`src/rtl/csp_pkg.sv`:
```
// Shared constants, state type and register length map for the serial register port.
// Assumes at most eight registers, none wider than WORD_W bits.
package csp_pkg;
    localparam int WORD_W  = 24;
    localparam int MODE_W  = 16;
    localparam int SETUP_W = 8;
    localparam int ADDR_W  = 3;
    localparam int CNT_W   = $clog2(WORD_W + 1);

    localparam logic [ADDR_W-1:0] A_STATUS = 3'd0;
    localparam logic [ADDR_W-1:0] A_RESULT = 3'd1;
    localparam logic [ADDR_W-1:0] A_MODE   = 3'd2;
    localparam logic [ADDR_W-1:0] A_OFFSET = 3'd3;
    localparam logic [ADDR_W-1:0] A_SETUP  = 3'd4;

    typedef enum logic [1:0] {ST_CMD, ST_WR, ST_RD, ST_CRD} port_state_e;

    // Bit length of the register at a given address.
    function automatic logic [CNT_W-1:0] reg_len(input logic [ADDR_W-1:0] a);
        case (a)
            A_RESULT, A_OFFSET: reg_len = CNT_W'(WORD_W);
            A_MODE:             reg_len = CNT_W'(MODE_W);
            default:            reg_len = CNT_W'(8);
        endcase
    endfunction
endpackage

```
`src/rtl/csp_pin_sync.sv`:
```
// Brings the serial pins into the system clock domain.
// Assumes pol is static between resets; the clock stages reset to the idle level.
module csp_pin_sync #(
    parameter int STAGES = 2
) (
    input  logic clk,
    input  logic rst_n,
    input  logic pol,
    input  logic sclk,
    input  logic din,
    input  logic cs_n,
    output logic sclk_s,
    output logic din_s,
    output logic cs_n_s
);
    logic [STAGES-1:0] sclk_p, din_p, cs_p;

    // Shift each pin through its synchronizer chain.
    always_ff @(posedge clk) begin
        if (!rst_n) begin
            sclk_p <= {STAGES{pol}};
            din_p  <= '1;
            cs_p   <= '1;
        end else begin
            sclk_p <= {sclk_p[STAGES-2:0], sclk};
            din_p  <= {din_p[STAGES-2:0], din};
            cs_p   <= {cs_p[STAGES-2:0], cs_n};
        end
    end

    assign sclk_s = sclk_p[STAGES-1];
    assign din_s  = din_p[STAGES-1];
    assign cs_n_s = cs_p[STAGES-1];
endmodule

```
`src/rtl/csp_regfile.sv`:
```
// Holds the addressable registers, the result word and the ready flag.
// Assumes wr_en and take are single-cycle pulses from the shift engine.
module csp_regfile
    import csp_pkg::*;
(
    input  logic              clk,
    input  logic              rst_n,
    input  logic              wr_en,
    input  logic [ADDR_W-1:0] wr_addr,
    input  logic [WORD_W-1:0] wr_data,
    input  logic [ADDR_W-1:0] rd_addr,
    output logic [WORD_W-1:0] rd_value,
    input  logic              take,
    input  logic              conv_strobe,
    input  logic [WORD_W-1:0] conv_word,
    output logic              ready
);
    logic [MODE_W-1:0]  mode_q;
    logic [WORD_W-1:0]  offset_q;
    logic [SETUP_W-1:0] setup_q;
    logic [WORD_W-1:0]  result_q;

    // Host writes to the writable registers; read-only and unused addresses drop the data.
    always_ff @(posedge clk) begin
        if (!rst_n) begin
            mode_q   <= '0;
            offset_q <= '0;
            setup_q  <= '0;
        end else if (wr_en) begin
            case (wr_addr)
                A_MODE:   mode_q   <= wr_data[MODE_W-1:0];
                A_OFFSET: offset_q <= wr_data;
                A_SETUP:  setup_q  <= wr_data[SETUP_W-1:0];
                default:  ;
            endcase
        end
    end

    // Result capture and ready flag; a new result beats a simultaneous take.
    always_ff @(posedge clk) begin
        if (!rst_n) begin
            result_q <= '0;
            ready    <= 1'b0;
        end else if (conv_strobe) begin
            result_q <= conv_word;
            ready    <= 1'b1;
        end else if (take) begin
            ready    <= 1'b0;
        end
    end

    // Read mux, values right-aligned.
    always_comb begin
        case (rd_addr)
            A_STATUS: rd_value = {{(WORD_W-8){1'b0}}, ready, 7'b0};
            A_RESULT: rd_value = result_q;
            A_MODE:   rd_value = {{(WORD_W-MODE_W){1'b0}}, mode_q};
            A_OFFSET: rd_value = offset_q;
            A_SETUP:  rd_value = {{(WORD_W-SETUP_W){1'b0}}, setup_q};
            default:  rd_value = '0;
        endcase
    end
endmodule

```
`src/rtl/csp_shift_engine.sv`:
```
// Command decoder and bit shifter of the serial port.
// Assumes synchronized pins whose clock phases each span several system cycles.
module csp_shift_engine
    import csp_pkg::*;
#(
    parameter logic [7:0] EXIT_CODE = 8'h30
) (
    input  logic              clk,
    input  logic              rst_n,
    input  logic              pol,
    input  logic              sclk_s,
    input  logic              din_s,
    input  logic              cs_n_s,
    input  logic [WORD_W-1:0] rd_value,
    output logic [ADDR_W-1:0] rd_addr,
    output logic              wr_en,
    output logic [ADDR_W-1:0] wr_addr,
    output logic [WORD_W-1:0] wr_data,
    output logic              take,
    output logic              dout,
    output port_state_e       st_q,
    output logic [CNT_W-1:0]  cnt_q
);
    logic              norm, norm_d, lead, trail;
    logic [WORD_W-2:0] rx_q;
    logic [WORD_W-1:0] tx_q;
    logic [CNT_W-1:0]  len_q, new_len;
    logic [ADDR_W-1:0] addr_q;
    logic [7:0]        cbyte;
    logic              last_bit, cmd_done, is_read, want_cont, exit_hit;

    assign norm  = sclk_s ^ pol;
    assign lead  = !cs_n_s && norm && !norm_d;
    assign trail = !cs_n_s && !norm && norm_d;

    // Remember the polarity-normalized clock for edge detection.
    always_ff @(posedge clk) begin
        if (!rst_n) norm_d <= 1'b0;
        else        norm_d <= norm;
    end

    assign cbyte     = {rx_q[6:0], din_s};
    assign new_len   = reg_len(cbyte[ADDR_W-1:0]);
    assign last_bit  = (cnt_q == len_q - CNT_W'(1));
    assign cmd_done  = trail && (st_q == ST_CMD) && (cnt_q == CNT_W'(7));
    assign is_read   = cbyte[6];
    assign want_cont = is_read && (cbyte[5:4] == 2'b01) && (cbyte[ADDR_W-1:0] == A_RESULT);
    assign exit_hit  = trail && (st_q == ST_CRD) && (cnt_q[2:0] == 3'd7) && (cbyte == EXIT_CODE);
    assign rd_addr   = (st_q == ST_CMD) ? cbyte[ADDR_W-1:0] : addr_q;
    assign take      = (cmd_done && is_read && (cbyte[ADDR_W-1:0] == A_RESULT))
                     || (trail && (st_q == ST_CRD) && last_bit && !exit_hit);
    assign wr_en     = trail && (st_q == ST_WR) && last_bit;
    assign wr_addr   = addr_q;
    assign wr_data   = {rx_q, din_s};

    // Access sequencing: sample on the return-to-idle edge, launch on the leaving edge.
    always_ff @(posedge clk) begin
        if (!rst_n) begin
            st_q   <= ST_CMD;
            cnt_q  <= '0;
            len_q  <= CNT_W'(8);
            addr_q <= '0;
            rx_q   <= '0;
            tx_q   <= '0;
            dout   <= 1'b0;
        end else if (cs_n_s) begin
            st_q  <= ST_CMD;
            cnt_q <= '0;
            dout  <= 1'b0;
        end else if (lead) begin
            if (st_q == ST_RD || st_q == ST_CRD) begin
                dout <= tx_q[WORD_W-1];
                tx_q <= tx_q << 1;
            end else begin
                dout <= 1'b0;
            end
        end else if (trail) begin
            case (st_q)
                ST_CMD: begin
                    if (!(cnt_q == '0 && din_s)) begin
                        rx_q <= {rx_q[WORD_W-3:0], din_s};
                        if (cmd_done) begin
                            cnt_q  <= '0;
                            addr_q <= cbyte[ADDR_W-1:0];
                            len_q  <= new_len;
                            if (is_read) begin
                                tx_q <= rd_value << (CNT_W'(WORD_W) - new_len);
                                st_q <= want_cont ? ST_CRD : ST_RD;
                            end else begin
                                st_q <= ST_WR;
                            end
                        end else begin
                            cnt_q <= cnt_q + CNT_W'(1);
                        end
                    end
                end
                ST_WR: begin
                    rx_q <= {rx_q[WORD_W-3:0], din_s};
                    if (last_bit) begin
                        st_q  <= ST_CMD;
                        cnt_q <= '0;
                    end else begin
                        cnt_q <= cnt_q + CNT_W'(1);
                    end
                end
                ST_RD: begin
                    if (last_bit) begin
                        st_q  <= ST_CMD;
                        cnt_q <= '0;
                    end else begin
                        cnt_q <= cnt_q + CNT_W'(1);
                    end
                end
                default: begin
                    rx_q <= {rx_q[WORD_W-3:0], din_s};
                    if (exit_hit) begin
                        st_q  <= ST_CMD;
                        cnt_q <= '0;
                    end else if (last_bit) begin
                        cnt_q <= '0;
                        tx_q  <= rd_value << (CNT_W'(WORD_W) - len_q);
                    end else begin
                        cnt_q <= cnt_q + CNT_W'(1);
                    end
                end
            endcase
        end
    end
endmodule

```
`src/rtl/cmd_serial_port.sv`:
```
// Top of the command-steered serial register port.
// Assumes a system clock several times faster than the serial clock.
module cmd_serial_port #(
    parameter int         SYNC_STAGES = 2,
    parameter logic [7:0] EXIT_CODE   = 8'h30
) (
    input  logic                       clk,
    input  logic                       rst_n,
    input  logic                       sclk,
    input  logic                       din,
    input  logic                       cs_n,
    input  logic                       pol,
    input  logic                       conv_strobe,
    input  logic [csp_pkg::WORD_W-1:0] conv_word,
    output logic                       dout,
    output logic                       rdy_n
);
    import csp_pkg::*;

    logic              sclk_s, din_s, cs_n_s;
    logic [ADDR_W-1:0] rd_addr, wr_addr;
    logic [WORD_W-1:0] rd_value, wr_data;
    logic              wr_en, take, ready;
    port_state_e       eng_state;
    logic [CNT_W-1:0]  eng_cnt;

    csp_pin_sync #(.STAGES(SYNC_STAGES)) u_sync (
        .clk(clk), .rst_n(rst_n), .pol(pol), .sclk(sclk), .din(din), .cs_n(cs_n),
        .sclk_s(sclk_s), .din_s(din_s), .cs_n_s(cs_n_s)
    );

    csp_shift_engine #(.EXIT_CODE(EXIT_CODE)) u_engine (
        .clk(clk), .rst_n(rst_n), .pol(pol), .sclk_s(sclk_s), .din_s(din_s), .cs_n_s(cs_n_s),
        .rd_value(rd_value), .rd_addr(rd_addr), .wr_en(wr_en), .wr_addr(wr_addr),
        .wr_data(wr_data), .take(take), .dout(dout), .st_q(eng_state), .cnt_q(eng_cnt)
    );

    csp_regfile u_regs (
        .clk(clk), .rst_n(rst_n), .wr_en(wr_en), .wr_addr(wr_addr), .wr_data(wr_data),
        .rd_addr(rd_addr), .rd_value(rd_value), .take(take), .conv_strobe(conv_strobe),
        .conv_word(conv_word), .ready(ready)
    );

    assign rdy_n = ~ready;
endmodule

```
`config.mk`:
```
export PLATFORM = sky130hd
export DESIGN_NAME = cmd_serial_port
export DESIGN_NICKNAME = d
export VERILOG_FILES = /design/src/rtl/csp_pkg.sv /design/src/rtl/csp_pin_sync.sv /design/src/rtl/csp_regfile.sv /design/src/rtl/csp_shift_engine.sv /design/src/rtl/cmd_serial_port.sv
export SDC_FILE = /design/constraint.sdc
export NUM_CORES = 1
export LEC_CHECK = 0
export CAP_MARGIN = 20
export CORE_AREA = 2 2 137 139
export CTS_CLUSTER_SIZE = 40
export DETAILED_ROUTE_END_ITERATION = 6
export DIE_AREA = 0 0 139 141
export DONT_BUFFER_PORTS = 1
export MAX_ROUTING_LAYER = met4
export SLEW_MARGIN = 20
export SYNTH_ARGS = -nofsm -noshare
export SYNTH_HDL_FRONTEND = slang
export SYNTH_HIERARCHICAL = 1
export SYNTH_SLANG_ARGS = --single-unit
```
`constraint.sdc`:
```
create_clock -name clk -period 2.95 [get_ports clk]
set_input_delay 0.59 -clock clk [delete_from_list [all_inputs] [get_ports clk]]
set_output_delay 0.59 -clock clk [all_outputs]
set_load 0.01 [all_outputs]
```
### Word-level counts from Yosys, hierarchy flattened

Cells that the tools add are included.

* $add $sub $neg: 4
* eq/ne operators: 27
* shift-type cells: 2
* multiplexer cells: 30
* bitwise logic cells: 7
* reduce and logical (&&, ||, !) cells: 42

Operators with widths (count)
* $mux W24: 8
* $pmux W24 S5: 1
* $pmux W24 S2: 1
* $shl A24 B5 Y24: 2
* $pmux W23 S2: 1
* $mux W23: 1
* $mux W5: 4
* $pmux W5 S2: 2
* $eq A3 B2 Y1 const B: 6
* $logic_and A1 B1 Y1: 18
* $mux W2: 6
* $reduce_and A6 Y1: 2
* $sub A5 B5 Y5 const A: 2
* $eq A3 B3 Y1 const B: 3
* $reduce_and A9 Y1: 1
* $eq A8 B6 Y1 const B: 1
* $eq A3 B1 Y1 const B: 2
* $ne A2 B1 Y1 const B: 3
* $ne A3 B1 Y1 const B: 2
* $ne A3 B2 Y1 const B: 2
* $not A1 Y1: 6
* $reduce_and A2 Y1: 3
* $reduce_bool A3 Y1: 2
* $reduce_or A2 Y1: 3
* other kinds (19): 30

* register bits: 143
* output and inout bits: 2
* logic and storage cells: 128

### Longest topological paths before layout

Gate-level depths: netlist of run 1.

* word-level depth: 12
* depth in mapped cells: 13
* depth with buffers taken out: 10

### Hierarchy

The synthesis of run 1 kept the hierarchy.

By module, submodules not included
* csp_shift_engine: instances 1, cells each 425, area each 3492.1 sq um, seq. area each 1221.2 sq um
* csp_regfile: instances 1, cells each 365, area each 3439.5 sq um, seq. area each 1461.4 sq um
* csp_pin_sync: instances 1, cells each 12, area each 168.9 sq um, seq. area each 120.1 sq um
* cmd_serial_port: instances 1, cells each 1, area each 3.8 sq um, seq. area each 0.0 sq um

### Least setup slack after synthesis of run 1

Ideal clock, no wire load.

* path kind: register to register
* start point: register u_engine.st_q[0]
* end point: register u_engine.tx_q[12]
* data arrival time: 2.579 ns
* setup slack: 0.300 ns
* stages on the path, launching flop included: 14
* clock period less this slack: 2.650 ns
* path through: dfxtp_1 inv_1 ha_1 buf_1 mux2_2 buf_6 nor2b_2 clkbuf_1 a22oi_1 o22ai_1 o21ai_0 a211oi_1 o21ai_0 mux2i_1

* cells in the longest elaborated chain, start to end: 11
* elaborated cells between the ends (all ways): 36

RTL lines
* start, declared: RTL line csp_shift_engine.sv:21 `output port_state_e st_q,`
* start signal, assigned: RTL line csp_shift_engine.sv:88 `st_q <= want_cont ? ST_CRD : ST_RD;`
* $logic_not A2 Y1 *: RTL line csp_shift_engine.sv:49 `assign rd_addr = (st_q == ST_CMD) ? cbyte[ADDR_W-1:0] : addr_q;`
* $mux W3 *: RTL line csp_shift_engine.sv:49
* via rd_addr[1]: RTL line cmd_serial_port.sv:21 `logic [ADDR_W-1:0] rd_addr, wr_addr;`
* $eq A3 B3 Y1, or another cell as far along: RTL line csp_regfile.sv:54 `case (rd_addr)`
* $pmux W24 S5 *: RTL line csp_regfile.sv:54
* via rd_value[4]: RTL line cmd_serial_port.sv:22 `logic [WORD_W-1:0] rd_value, wr_data;`
* $shl A24 B5 Y24: RTL line csp_shift_engine.sv:87 `tx_q <= rd_value << (CNT_W'(WORD_W) - new_len);`
* $mux W24: RTL line csp_shift_engine.sv:86 `if (is_read) begin`
* $mux W24: RTL line csp_shift_engine.sv:82 `if (cmd_done) begin`
* $mux W24: RTL line csp_shift_engine.sv:80 `if (!(cnt_q == '0 && din_s)) begin`
* $pmux W24 S2 *: RTL line csp_shift_engine.sv:78 `case (st_q)`
* $mux W24 *: RTL line csp_shift_engine.sv:77 `end else if (trail) begin`
* $mux W24 *: RTL line csp_shift_engine.sv:70 `end else if (lead) begin`
* end signal, assigned: RTL line csp_shift_engine.sv:73 `tx_q <= tx_q << 1;`
* end signal, assigned: RTL line csp_shift_engine.sv:87
* end signal, assigned: RTL line csp_shift_engine.sv:121 `tx_q <= rd_value << (CNT_W'(WORD_W) - len_q);`
* end, declared: RTL line csp_shift_engine.sv:26 `logic [WORD_W-1:0] tx_q;`

Mark *: on every way through the listed nets, which the timed path passes. The rest lies on a longest branch. The select of a mux whose other input is x is not followed.
A chain may end at the register's enable or synchronous reset.

### Final worst setup path of run 1

* start point: register u_engine.st_q[1]
* end point: register u_engine.tx_q[15]

Same word-level chain as after synthesis.

==> metrics.txt, run 1 <==
# TYPE chip_impl_metric gauge
chip_impl_metric{name="async_reset_ff_share",unit="%"} 0
chip_impl_metric{name="starting_drt_drc_count",unit=""} 476
chip_impl_metric{name="synth_enable_flop_cells",unit=""} 0
chip_impl_metric{name="post_cts_buffers",unit=""} 0
chip_impl_metric{name="max_slew.worst_pin.slew",unit="ps"} 975
chip_impl_metric{name="clock_tree.buffer_depth",unit=""} 2
chip_impl_metric{name="die_area",unit="µm²"} 19600
chip_impl_metric{name="numPortBuffers",unit=""} 0
chip_impl_metric{name="globalRouteTotalUtil",unit="%"} 18.4
chip_impl_metric{name="core.rowCount",unit=""} 50
chip_impl_metric{name="layout.cell_area.non_filler",unit="µm²"} 7880
chip_impl_metric{name="design.portCount",unit=""} 33
chip_impl_metric{name="wl",unit="mm"} 17.4
chip_impl_metric{name="via_count",unit=""} 5515
chip_impl_metric{name="timing.setup.tns",unit="ps"} 0
chip_impl_metric{name="tightest_hold_margin",unit="ps"} 268
chip_impl_metric{name="power.ir.vdd_worst",unit="mV"} 0.385
chip_impl_metric{name="final.setup.worst_slack",unit="ps"} 273
chip_impl_info{name="worstSetupStartpointType",value="flip-flop"} 1
chip_impl_metric{name="ys_types",unit=""} 62
chip_impl_metric{name="numClockSinks",unit=""} 140
chip_impl_metric{name="h-tree-depth",unit=""} 4
chip_impl_metric{name="placed_cells",unit=""} 996
chip_impl_metric{name="yosys_register_bits",unit=""} 140
chip_impl_metric{name="route.antenna.remaining_nets",unit=""} 0
chip_impl_metric{name="viasPerCell",unit=""} 5.37
chip_impl_metric{name="cp_data_required_time",unit="ps"} 3300
chip_impl_metric{name="final.fill_count",unit=""} 1818
chip_impl_metric{name="place_hpwl",unit="mm"} 11.4
chip_impl_info{name="hold_path.class",value="input pin to flip-flop"} 1
chip_impl_metric{name="clk_latency",unit="ps"} 430
chip_impl_metric{name="worst_setup_timing_slack_at_the_placement_stage",unit="ps"} 115
chip_impl_metric{name="synthesis.area",unit="µm²"} 7100
chip_impl_metric{name="wire_length_of_the_first_global_routing_pass",unit="mm"} 28.1
chip_impl_metric{name="cts.reportedPaths.clkPinSlew",unit="ps"} 60
chip_impl_info{name="top_usage_layer",value="met2"} 1
chip_impl_metric{name="worst_clock_skew",unit="ps"} 12.7
chip_impl_info{name="criticalPathCategory",value="flip-flop to flip-flop"} 1
chip_impl_metric{name="grt_pass1_vias",unit=""} 5241
chip_impl_metric{name="areaGrowthSynthToFinish",unit="%"} 10.9
chip_impl_metric{name="synthCells",unit=""} 803
chip_impl_metric{name="leakage",unit="nW"} 2.80
chip_impl_metric{name="globalplace.congestion",unit=""} 0.839
chip_impl_metric{name="maxClockFrequency",unit="MHz"} 374
chip_impl_metric{name="route.detailed.wl_per_inst",unit="µm"} 17.0
chip_impl_metric{name="n_antenna_cell",unit=""} 0
chip_impl_metric{name="met1_usage",unit="%"} 24.1
chip_impl_metric{name="number_of_antenna_violations_at_the_first_check_in_global_routing",unit=""} 0
chip_impl_metric{name="cap_violations",unit=""} 0
chip_impl_metric{name="start_util",unit="%"} 38.9
chip_impl_metric{name="relSlewSlack",unit="%"} 34.7
chip_impl_metric{name="die-width",unit="µm"} 139
chip_impl_metric{name="power_per_cell_area",unit="nW/µm²"} 541
chip_impl_metric{name="crit_path_max_fanout",unit=""} 9
chip_impl_metric{name="synth_sequential_area_ratio",unit="%"} 39.5
chip_impl_metric{name="clock_period_minus_worst_slack",unit="ps"} 2680
chip_impl_info{name="outcome",value="completed"} 1
chip_impl_info{name="layout_commonest_cell",value="sky130_fd_sc_hd__nand2_1"} 1
chip_impl_metric{name="totalPowerFinal",unit="mW"} 4.26
chip_impl_metric{name="syn_nets",unit=""} 842
chip_impl_metric{name="hold_violations",unit=""} 0
chip_impl_metric{name="grt.met2_usage",unit="%"} 28.8
chip_impl_metric{name="placed_cell_area",unit="µm²"} 7270
chip_impl_metric{name="final_number_of_max_transition_violations",unit=""} 0
chip_impl_info{name="cts-root-buf",value="sky130_fd_sc_hd__clkbuf_16"} 1
chip_impl_info{name="synth_ff_type",value="sky130_fd_sc_hd__dfxtp_1"} 1
chip_impl_metric{name="synth.avg_cell_area",unit="µm²"} 8.85
chip_impl_metric{name="hold_buffers",unit=""} 0
chip_impl_metric{name="final_nets",unit=""} 820
chip_impl_metric{name="drive_gt1_share",unit="%"} 14.9
chip_impl_metric{name="post-route-util",unit="%"} 43.1
chip_impl_metric{name="fin_cells",unit=""} 1027
chip_impl_metric{name="multiInputGateArea",unit="µm²"} 3940
chip_impl_metric{name="globalRouteMet3Util",unit="%"} 3.50
chip_impl_info{name="most-common-layout-cells",value="sky130_fd_sc_hd__nand2_1 (156), sky130_fd_sc_hd__dfxtp_1 (140), sky130_fd_sc_hd__mux2i_1 (70), sky130_fd_sc_hd__nor2b_1 (40), sky130_fd_sc_hd__a21boi_0 (40)"} 1
chip_impl_metric{name="register_area",unit="µm²"} 2800
chip_impl_info{name="grt_setup_unrepaired",value="no"} 1
chip_impl_metric{name="setup_violations",unit=""} 0
chip_impl_metric{name="overall_overflow_remaining_after_global_route",unit=""} 0
chip_impl_metric{name="maximum_number_of_pins_on_one_net_before_global_route_repair",unit=""} 158
chip_impl_metric{name="ys.warnings.count",unit=""} 6
chip_impl_metric{name="core",unit="µm²"} 18300
chip_impl_metric{name="first_pass_iters",unit=""} 5
chip_impl_metric{name="crit_arrival",unit="ps"} 3020
chip_impl_metric{name="number_of_cts_inserted_buffers",unit=""} 17
chip_impl_info{name="timing.critical_path.to_type",value="flip-flop"} 1
chip_impl_metric{name="final.period_utilization",unit="%"} 90.8
chip_impl_metric{name="route.detailed.drc",unit=""} 0
chip_impl_info{name="cts_tree",value="built"} 1
chip_impl_metric{name="die_h",unit="µm"} 141
-- cells by family after synthesis --
group | count (synthesis) | share of synthesized area (%)
xor gates and xnor gates | 6 | 0.740
and+or+nand+nor | 309 | 21.3
buffers and inverters | 76 | 5.60
muxes | 94 | 13.9
AOI/OAI and AO/OA | 170 | 17.6
DFF | 140 | 39.5
adders and majority gates | 8 | 1.41
-- state kept, by name, indices dropped and copies added (netlist names) --
signal            count
u_sync/din_p          2
u_engine/norm_d       1
u_engine/rx_q        23
u_regs/setup_q        8
u_regs/mode_q        16
u_engine/wr_addr      3
u_engine/cnt_q        5
u_engine/st_q         2
u_sync/sclk_p         2
u_sync/cs_p           2
u_engine/dout         1
u_regs/ready          1
u_regs/result_q      24
u_engine/len_q        2
u_engine/tx_q        24
u_regs/offset_q      24
-- critical path: stages, from the launching register on --
cell                       delay (ps)
sky130_fd_sc_hd__dfxtp_1          340
sky130_fd_sc_hd__inv_1            110
sky130_fd_sc_hd__ha_2             310
sky130_fd_sc_hd__mux2_2           480
sky130_fd_sc_hd__mux2_2           270
sky130_fd_sc_hd__a22oi_1           60
sky130_fd_sc_hd__o21ai_1          340
sky130_fd_sc_hd__o21ai_0          150
sky130_fd_sc_hd__a211oi_1         280
sky130_fd_sc_hd__o21ai_0          130
sky130_fd_sc_hd__mux2i_1          140
-- area by class of cell --
type | count | share of cell area [%]
multi-input cells | 587 | 50.0
flip-flops and latches | 140 | 35.6
clock buffers | 21 | 6.10
well taps | 234 | 3.72
repair buffers | 28 | 2.83
clock inverters | 10 | 1.46
inverters | 7 | 0.333
-- repair_timing --
| action | in CTS | in global routing |
|---|---|---|
| gates resized for setup | 0 | 4 |
| setup endpoints to repair | 0 | 24 |
| endpoints found under the hold margin | 0 | 0 |
-- worst paths after layout --
path | start | endpoint | slack (ps) | depth (start not counted)
min | cs_n | u_sync/cs_p[0]$_SDFF_PN1_ | 270 | 1
min reg2reg | u_sync/cs_p[0]$_SDFF_PN1_ | u_sync/cs_p[1]$_SDFF_PN1_ | 410 | 1
max reg2reg | u_engine/st_q[1]$_SDFFE_PP0P_ | u_engine/tx_q[15]$_SDFFE_PN0P_ | 270 | 10
max | u_engine/st_q[1]$_SDFFE_PP0P_ | u_engine/tx_q[15]$_SDFFE_PN0P_ | 270 | 10
-- report_power, final --
part | total, mW | leakage, nW | switching, mW | internal, mW
clock network | 2.14 | 0.287 | 0.809 | 1.33
registers | 1.94 | 1.13 | 0.0206 | 1.92
logic | 0.188 | 1.38 | 0.0916 | 0.0966
total | 4.26 | 2.80 | 0.922 | 3.34
-- Yosys cell counts (5+ instances only) --
master	n	area share [%]
sky130_fd_sc_hd__clkbuf_1	38	2.0
sky130_fd_sc_hd__nand4_1	13	1.1
sky130_fd_sc_hd__buf_4	8	0.85
sky130_fd_sc_hd__dfxtp_1	140	39
sky130_fd_sc_hd__nor2_1	26	1.4
sky130_fd_sc_hd__a21oi_1	12	0.85
sky130_fd_sc_hd__a31o_2	9	1.1
sky130_fd_sc_hd__o221ai_1	8	0.99
sky130_fd_sc_hd__nor2b_1	40	3.5
sky130_fd_sc_hd__mux2_2	19	3.0
sky130_fd_sc_hd__a21boi_2	10	1.6
sky130_fd_sc_hd__buf_2	8	0.56
sky130_fd_sc_hd__nand2_1	156	8.2
sky130_fd_sc_hd__a21boi_1	20	2.1
sky130_fd_sc_hd__a22oi_1	15	1.6
sky130_fd_sc_hd__a211oi_1	9	0.95
sky130_fd_sc_hd__a21boi_0	40	4.2
sky130_fd_sc_hd__o21ai_0	28	2.0
sky130_fd_sc_hd__inv_1	7	0.37
sky130_fd_sc_hd__mux2i_1	71	10
sky130_fd_sc_hd__nand3_1	19	1.3
sky130_fd_sc_hd__ha_1	8	1.4
sky130_fd_sc_hd__nor3_1	8	0.56
sky130_fd_sc_hd__and2_1	17	1.5
sky130_fd_sc_hd__o22ai_1	7	0.62
sky130_fd_sc_hd__buf_6	9	1.4
sky130_fd_sc_hd__nand2b_1	5	0.44
-- routing by layer --
layer,share of wire (%),vias up
met5,0,-
met4,2.1,0
met3,3.7,24
met2,47,113
met1,47,2628
li1,-,2750
(Power assumes the default switching activity.)
==> run 2, diff against run 1 <==
- ABC_AREA: unset -> 1
==> run 2 against run 1 <==
  * Setup slack lost 34 ps
  * Synthesized cell count up 36%
  * Critical endpoint is now u_engine/tx_q[21]$_SDFFE_PN0P_
  * Final cell count grew 28%
  * Power decreased by 1.2%
  * Worst hold slack worse by 18 ps
  * Combinational power grew 16%
  * Sequential power barely moved
  * Via count is 18% higher
  * Utilization down 0.40 points
  * First-iteration DRC count up 16%
  * Sequential cell count is the same
==> metrics.txt, run 2 <==
# TYPE chip_impl_metric gauge
chip_impl_info{name="outcome",value="completed"} 1
chip_impl_metric{name="totalPowerFinal",unit="mW"} 4.21
chip_impl_metric{name="met1_usage",unit="%"} 27.1
chip_impl_metric{name="numClockSinks",unit=""} 140
chip_impl_metric{name="final_nets",unit=""} 1112
chip_impl_info{name="worstSetupStartpointType",value="flip-flop"} 1
chip_impl_metric{name="ys.warnings.count",unit=""} 6
chip_impl_metric{name="die_h",unit="µm"} 141
chip_impl_info{name="regToRegStartpoint",value="u_engine/st_q[1]$_SDFFE_PP0P_"} 1
chip_impl_metric{name="final.fill_count",unit=""} 1962
chip_impl_metric{name="grt.met2_usage",unit="%"} 31.1
chip_impl_info{name="cts_tree",value="built"} 1
chip_impl_metric{name="synth_compound_gate_area_share",unit="%"} 9.11
chip_impl_metric{name="maxClockFrequency",unit="MHz"} 369
chip_impl_info{name="grt_setup_unrepaired",value="no"} 1
chip_impl_metric{name="drive_gt1_share",unit="%"} 7.84
chip_impl_metric{name="r2r_cells",unit=""} 18
chip_impl_metric{name="timing.hold.worst_path_depth",unit=""} 2
chip_impl_metric{name="cts.reportedPaths.clkPinSlew",unit="ps"} 60
chip_impl_metric{name="power_per_cell_area",unit="nW/µm²"} 540
chip_impl_metric{name="number_of_antenna_violations_at_the_first_check_in_global_routing",unit=""} 0
chip_impl_metric{name="globalRouteTotalUtil",unit="%"} 20.2
chip_impl_metric{name="design.portCount",unit=""} 33
chip_impl_metric{name="syn_nets",unit=""} 1130
chip_impl_metric{name="setup_violations",unit=""} 0
chip_impl_metric{name="synthCells",unit=""} 1091
chip_impl_info{name="top_usage_layer",value="met2"} 1
chip_impl_metric{name="cap_violations",unit=""} 0
chip_impl_metric{name="starting_drt_drc_count",unit=""} 552
chip_impl_info{name="dominant_combinational_cell_family_by_area_after_synthesis",value="simple AND/OR/NAND/NOR gates"} 1
chip_impl_metric{name="hold_violations",unit=""} 0
chip_impl_info{name="criticalPathCategory",value="flip-flop to flip-flop"} 1
chip_impl_metric{name="final_number_of_max_transition_violations",unit=""} 0
chip_impl_info{name="synth_ff_type",value="sky130_fd_sc_hd__dfxtp_1"} 1
chip_impl_metric{name="route.antenna.remaining_nets",unit=""} 0
chip_impl_metric{name="clock_period_minus_worst_slack",unit="ps"} 2710
chip_impl_metric{name="placed_cell_area",unit="µm²"} 7240
chip_impl_metric{name="worst_clock_skew",unit="ps"} 9.21
chip_impl_info{name="yosys-top-cells-count",value="sky130_fd_sc_hd__nand2_1 (262), sky130_fd_sc_hd__nor2_1 (203), sky130_fd_sc_hd__dfxtp_1 (140)"} 1
chip_impl_info{name="synth_top_cells_by_area",value="sky130_fd_sc_hd__dfxtp_1 (40%), sky130_fd_sc_hd__nand2_1 (14%), sky130_fd_sc_hd__nor2_1 (11%), sky130_fd_sc_hd__inv_1 (6.5%), sky130_fd_sc_hd__nand3_1 (6.2%)"} 1
chip_impl_metric{name="yosys_register_bits",unit=""} 140
chip_impl_metric{name="max_slew.worst_pin.slew",unit="ps"} 725
chip_impl_metric{name="number_of_cts_inserted_buffers",unit=""} 17
chip_impl_metric{name="die_area",unit="µm²"} 19600
chip_impl_metric{name="synth.mux.area_fraction",unit="%"} 0
chip_impl_metric{name="post-route-util",unit="%"} 42.7
chip_impl_metric{name="synth.avg_cell_area",unit="µm²"} 6.49
chip_impl_metric{name="areaGrowthSynthToFinish",unit="%"} 10.3
chip_impl_metric{name="hold_buffers",unit=""} 0
chip_impl_metric{name="relSlewSlack",unit="%"} 51.4
chip_impl_info{name="cts-root-buf",value="sky130_fd_sc_hd__clkbuf_16"} 1
chip_impl_metric{name="async_reset_ff_share",unit="%"} 0
chip_impl_metric{name="first_pass_iters",unit=""} 6
chip_impl_metric{name="maximum_number_of_pins_on_one_net_before_global_route_repair",unit=""} 114
chip_impl_metric{name="post_synth_fa_ha_maj_area_fraction",unit="%"} 1.41
chip_impl_info{name="layout_commonest_cell",value="sky130_fd_sc_hd__nand2_1"} 1
chip_impl_metric{name="wl",unit="mm"} 18.6
chip_impl_metric{name="core",unit="µm²"} 18300
chip_impl_metric{name="cp_data_required_time",unit="ps"} 3310
chip_impl_info{name="timing.critical_path.to_type",value="flip-flop"} 1
chip_impl_info{name="hold_path_sink",value="u_sync/din_p[0]$_SDFF_PN1_"} 1
chip_impl_metric{name="reg2reg_slack",unit="ps"} 240
chip_impl_metric{name="core.rowCount",unit=""} 50
chip_impl_metric{name="numPortBuffers",unit=""} 0
chip_impl_metric{name="place_hpwl",unit="mm"} 12.9
chip_impl_info{name="synthMostInstantiatedCell",value="sky130_fd_sc_hd__nand2_1"} 1
chip_impl_metric{name="globalplace.congestion",unit=""} 0.850
chip_impl_info{name="hold_path.class",value="input pin to flip-flop"} 1
chip_impl_info{name="most-common-layout-cells",value="sky130_fd_sc_hd__nand2_1 (262), sky130_fd_sc_hd__nor2_1 (202), sky130_fd_sc_hd__dfxtp_1 (138), sky130_fd_sc_hd__inv_1 (123), sky130_fd_sc_hd__nand3_1 (87)"} 1
chip_impl_metric{name="synth_top_area_share",unit="%"} 39.6
chip_impl_metric{name="start_util",unit="%"} 38.7
chip_impl_metric{name="power.ir.vdd_worst",unit="mV"} 0.366
chip_impl_metric{name="via_count",unit=""} 6504
chip_impl_metric{name="clk_latency",unit="ps"} 430
chip_impl_info{name="worst_hold_startpoint",value="din"} 1
chip_impl_metric{name="ys_types",unit=""} 34
chip_impl_metric{name="synth_sequential_area_ratio",unit="%"} 39.6
chip_impl_metric{name="die-width",unit="µm"} 139
chip_impl_metric{name="leakage",unit="nW"} 3.24
chip_impl_metric{name="final.period_utilization",unit="%"} 91.9
chip_impl_info{name="critical_r2r_capture",value="u_engine/tx_q[21]$_SDFFE_PN0P_"} 1
chip_impl_metric{name="layout.cell_area.non_filler",unit="µm²"} 7800
chip_impl_metric{name="synth_xor_xnor_area_share",unit="%"} 0.248
chip_impl_metric{name="worst_setup_timing_slack_at_the_placement_stage",unit="ps"} 185
chip_impl_metric{name="globalRouteMet3Util",unit="%"} 3.70
chip_impl_metric{name="overall_overflow_remaining_after_global_route",unit=""} 0
chip_impl_metric{name="route.detailed.drc",unit=""} 0
chip_impl_metric{name="viasPerCell",unit=""} 4.93
chip_impl_metric{name="crit_arrival",unit="ps"} 3070
chip_impl_metric{name="final.setup.worst_slack",unit="ps"} 238
chip_impl_metric{name="synthesis.area",unit="µm²"} 7080
chip_impl_metric{name="clock_tree.buffer_depth",unit=""} 2
chip_impl_metric{name="synth_enable_flop_cells",unit=""} 0
chip_impl_info{name="netlist.top_cell.by_area",value="sky130_fd_sc_hd__dfxtp_1"} 1
chip_impl_metric{name="synth_simple_gate_area_share",unit="%"} 38.7
chip_impl_info{name="reg.largest.list",value="u_engine/tx_q x24, u_regs/offset_q x24, u_regs/result_q x24"} 1
chip_impl_metric{name="h-tree-depth",unit=""} 4
chip_impl_metric{name="wire_length_of_the_first_global_routing_pass",unit="mm"} 31.0
chip_impl_metric{name="grt_pass1_vias",unit=""} 6002
chip_impl_metric{name="crit_path_max_fanout",unit=""} 23
chip_impl_metric{name="n_antenna_cell",unit=""} 0
chip_impl_metric{name="timing.setup.tns",unit="ps"} 0
chip_impl_metric{name="route.detailed.wl_per_inst",unit="µm"} 14.1
run 2: report_power, final:
| group | internal, mW | switching (mW) |
|---|---|---|
| clock network | 1.23 | 0.824 |
| logic | 0.0762 | 0.142 |
| registers | 1.92 | 0.0206 |
run 2: worst max-delay path, stage by stage, from the launching register on:
cell and delay [ps]:
sky130_fd_sc_hd__dfxtp_2 360, sky130_fd_sc_hd__inv_1 80, sky130_fd_sc_hd__ha_1 200, sky130_fd_sc_hd__buf_4 180
sky130_fd_sc_hd__o21ai_0 220, sky130_fd_sc_hd__buf_4 220, sky130_fd_sc_hd__nand3_1 110, sky130_fd_sc_hd__inv_1 60
sky130_fd_sc_hd__buf_4 240, sky130_fd_sc_hd__nand2_1 140, sky130_fd_sc_hd__nand4_1 210, sky130_fd_sc_hd__inv_1 70
sky130_fd_sc_hd__nor2_1 150, sky130_fd_sc_hd__nand2_1 70, sky130_fd_sc_hd__nand3_1 80, sky130_fd_sc_hd__nand2_1 50
sky130_fd_sc_hd__nand2_1 50, sky130_fd_sc_hd__nand2_1 50, sky130_fd_sc_hd__nor2_1 90
run 2: area by class of cell:
class / instances / area, µm² / share of cell area (%)
multi-input combinational: 761 / 3510 / 44.9
sequential: 140 / 2810 / 35.9
clock inverter: 12 / 125 / 1.60
inverter: 134 / 503 / 6.44
clock buffer: 18 / 429 / 5.50
tap: 234 / 293 / 3.75
timing repair buffer: 19 / 143 / 1.83
run 2: routing by layer:
layer,share of wire (%),wire length [µm],up-vias
met5,0,0,-
met4,1.5,275,0
met3,4.3,802,21
met2,45,8330,119
met1,50,9230,2949
li1,-,-,3415
run 2: per-stage QoR:
step	cells	hold slack, ps
final	1318	250
after CTS	1317	231
after detailed placement	1287	393
after global routing	1318	238
after global placement	1287	382
after floorplan	1091	380
run 2: worst max-delay path by stage:
stage / from / endpoint / cells past startpoint
floorplan: u_engine/st_q[0]$_SDFFE_PP0P_ / u_engine/tx_q[23]$_SDFFE_PN0P_ / 19
global placement: u_engine/st_q[0]$_SDFFE_PP0P_ / u_engine/tx_q[21]$_SDFFE_PN0P_ / 18
detailed placement: u_engine/st_q[0]$_SDFFE_PP0P_ / u_engine/tx_q[13]$_SDFFE_PN0P_ / 17
CTS: u_engine/st_q[0]$_SDFFE_PP0P_ / u_engine/tx_q[13]$_SDFFE_PN0P_ / 17
global route: u_engine/st_q[1]$_SDFFE_PP0P_ / u_engine/tx_q[23]$_SDFFE_PN0P_ / 19
finish: u_engine/st_q[1]$_SDFFE_PP0P_ / u_engine/tx_q[21]$_SDFFE_PN0P_ / 18
run 2: logic make-up after synthesis:
| group | after synthesis |
|---|---|
| fa+ha+maj | 8 |
| flops | 140 |
| simple gates | 633 |
| xor+xnor | 2 |
| compound gates | 118 |
| buf+inv | 190 |
run 2: what timing repair did:
item / CTS / global route
setup buffers: 0 / 1
setup endpoints to repair: 0 / 12
resized for setup: 0 / 3
endpoints found under the hold margin: 0 / 0
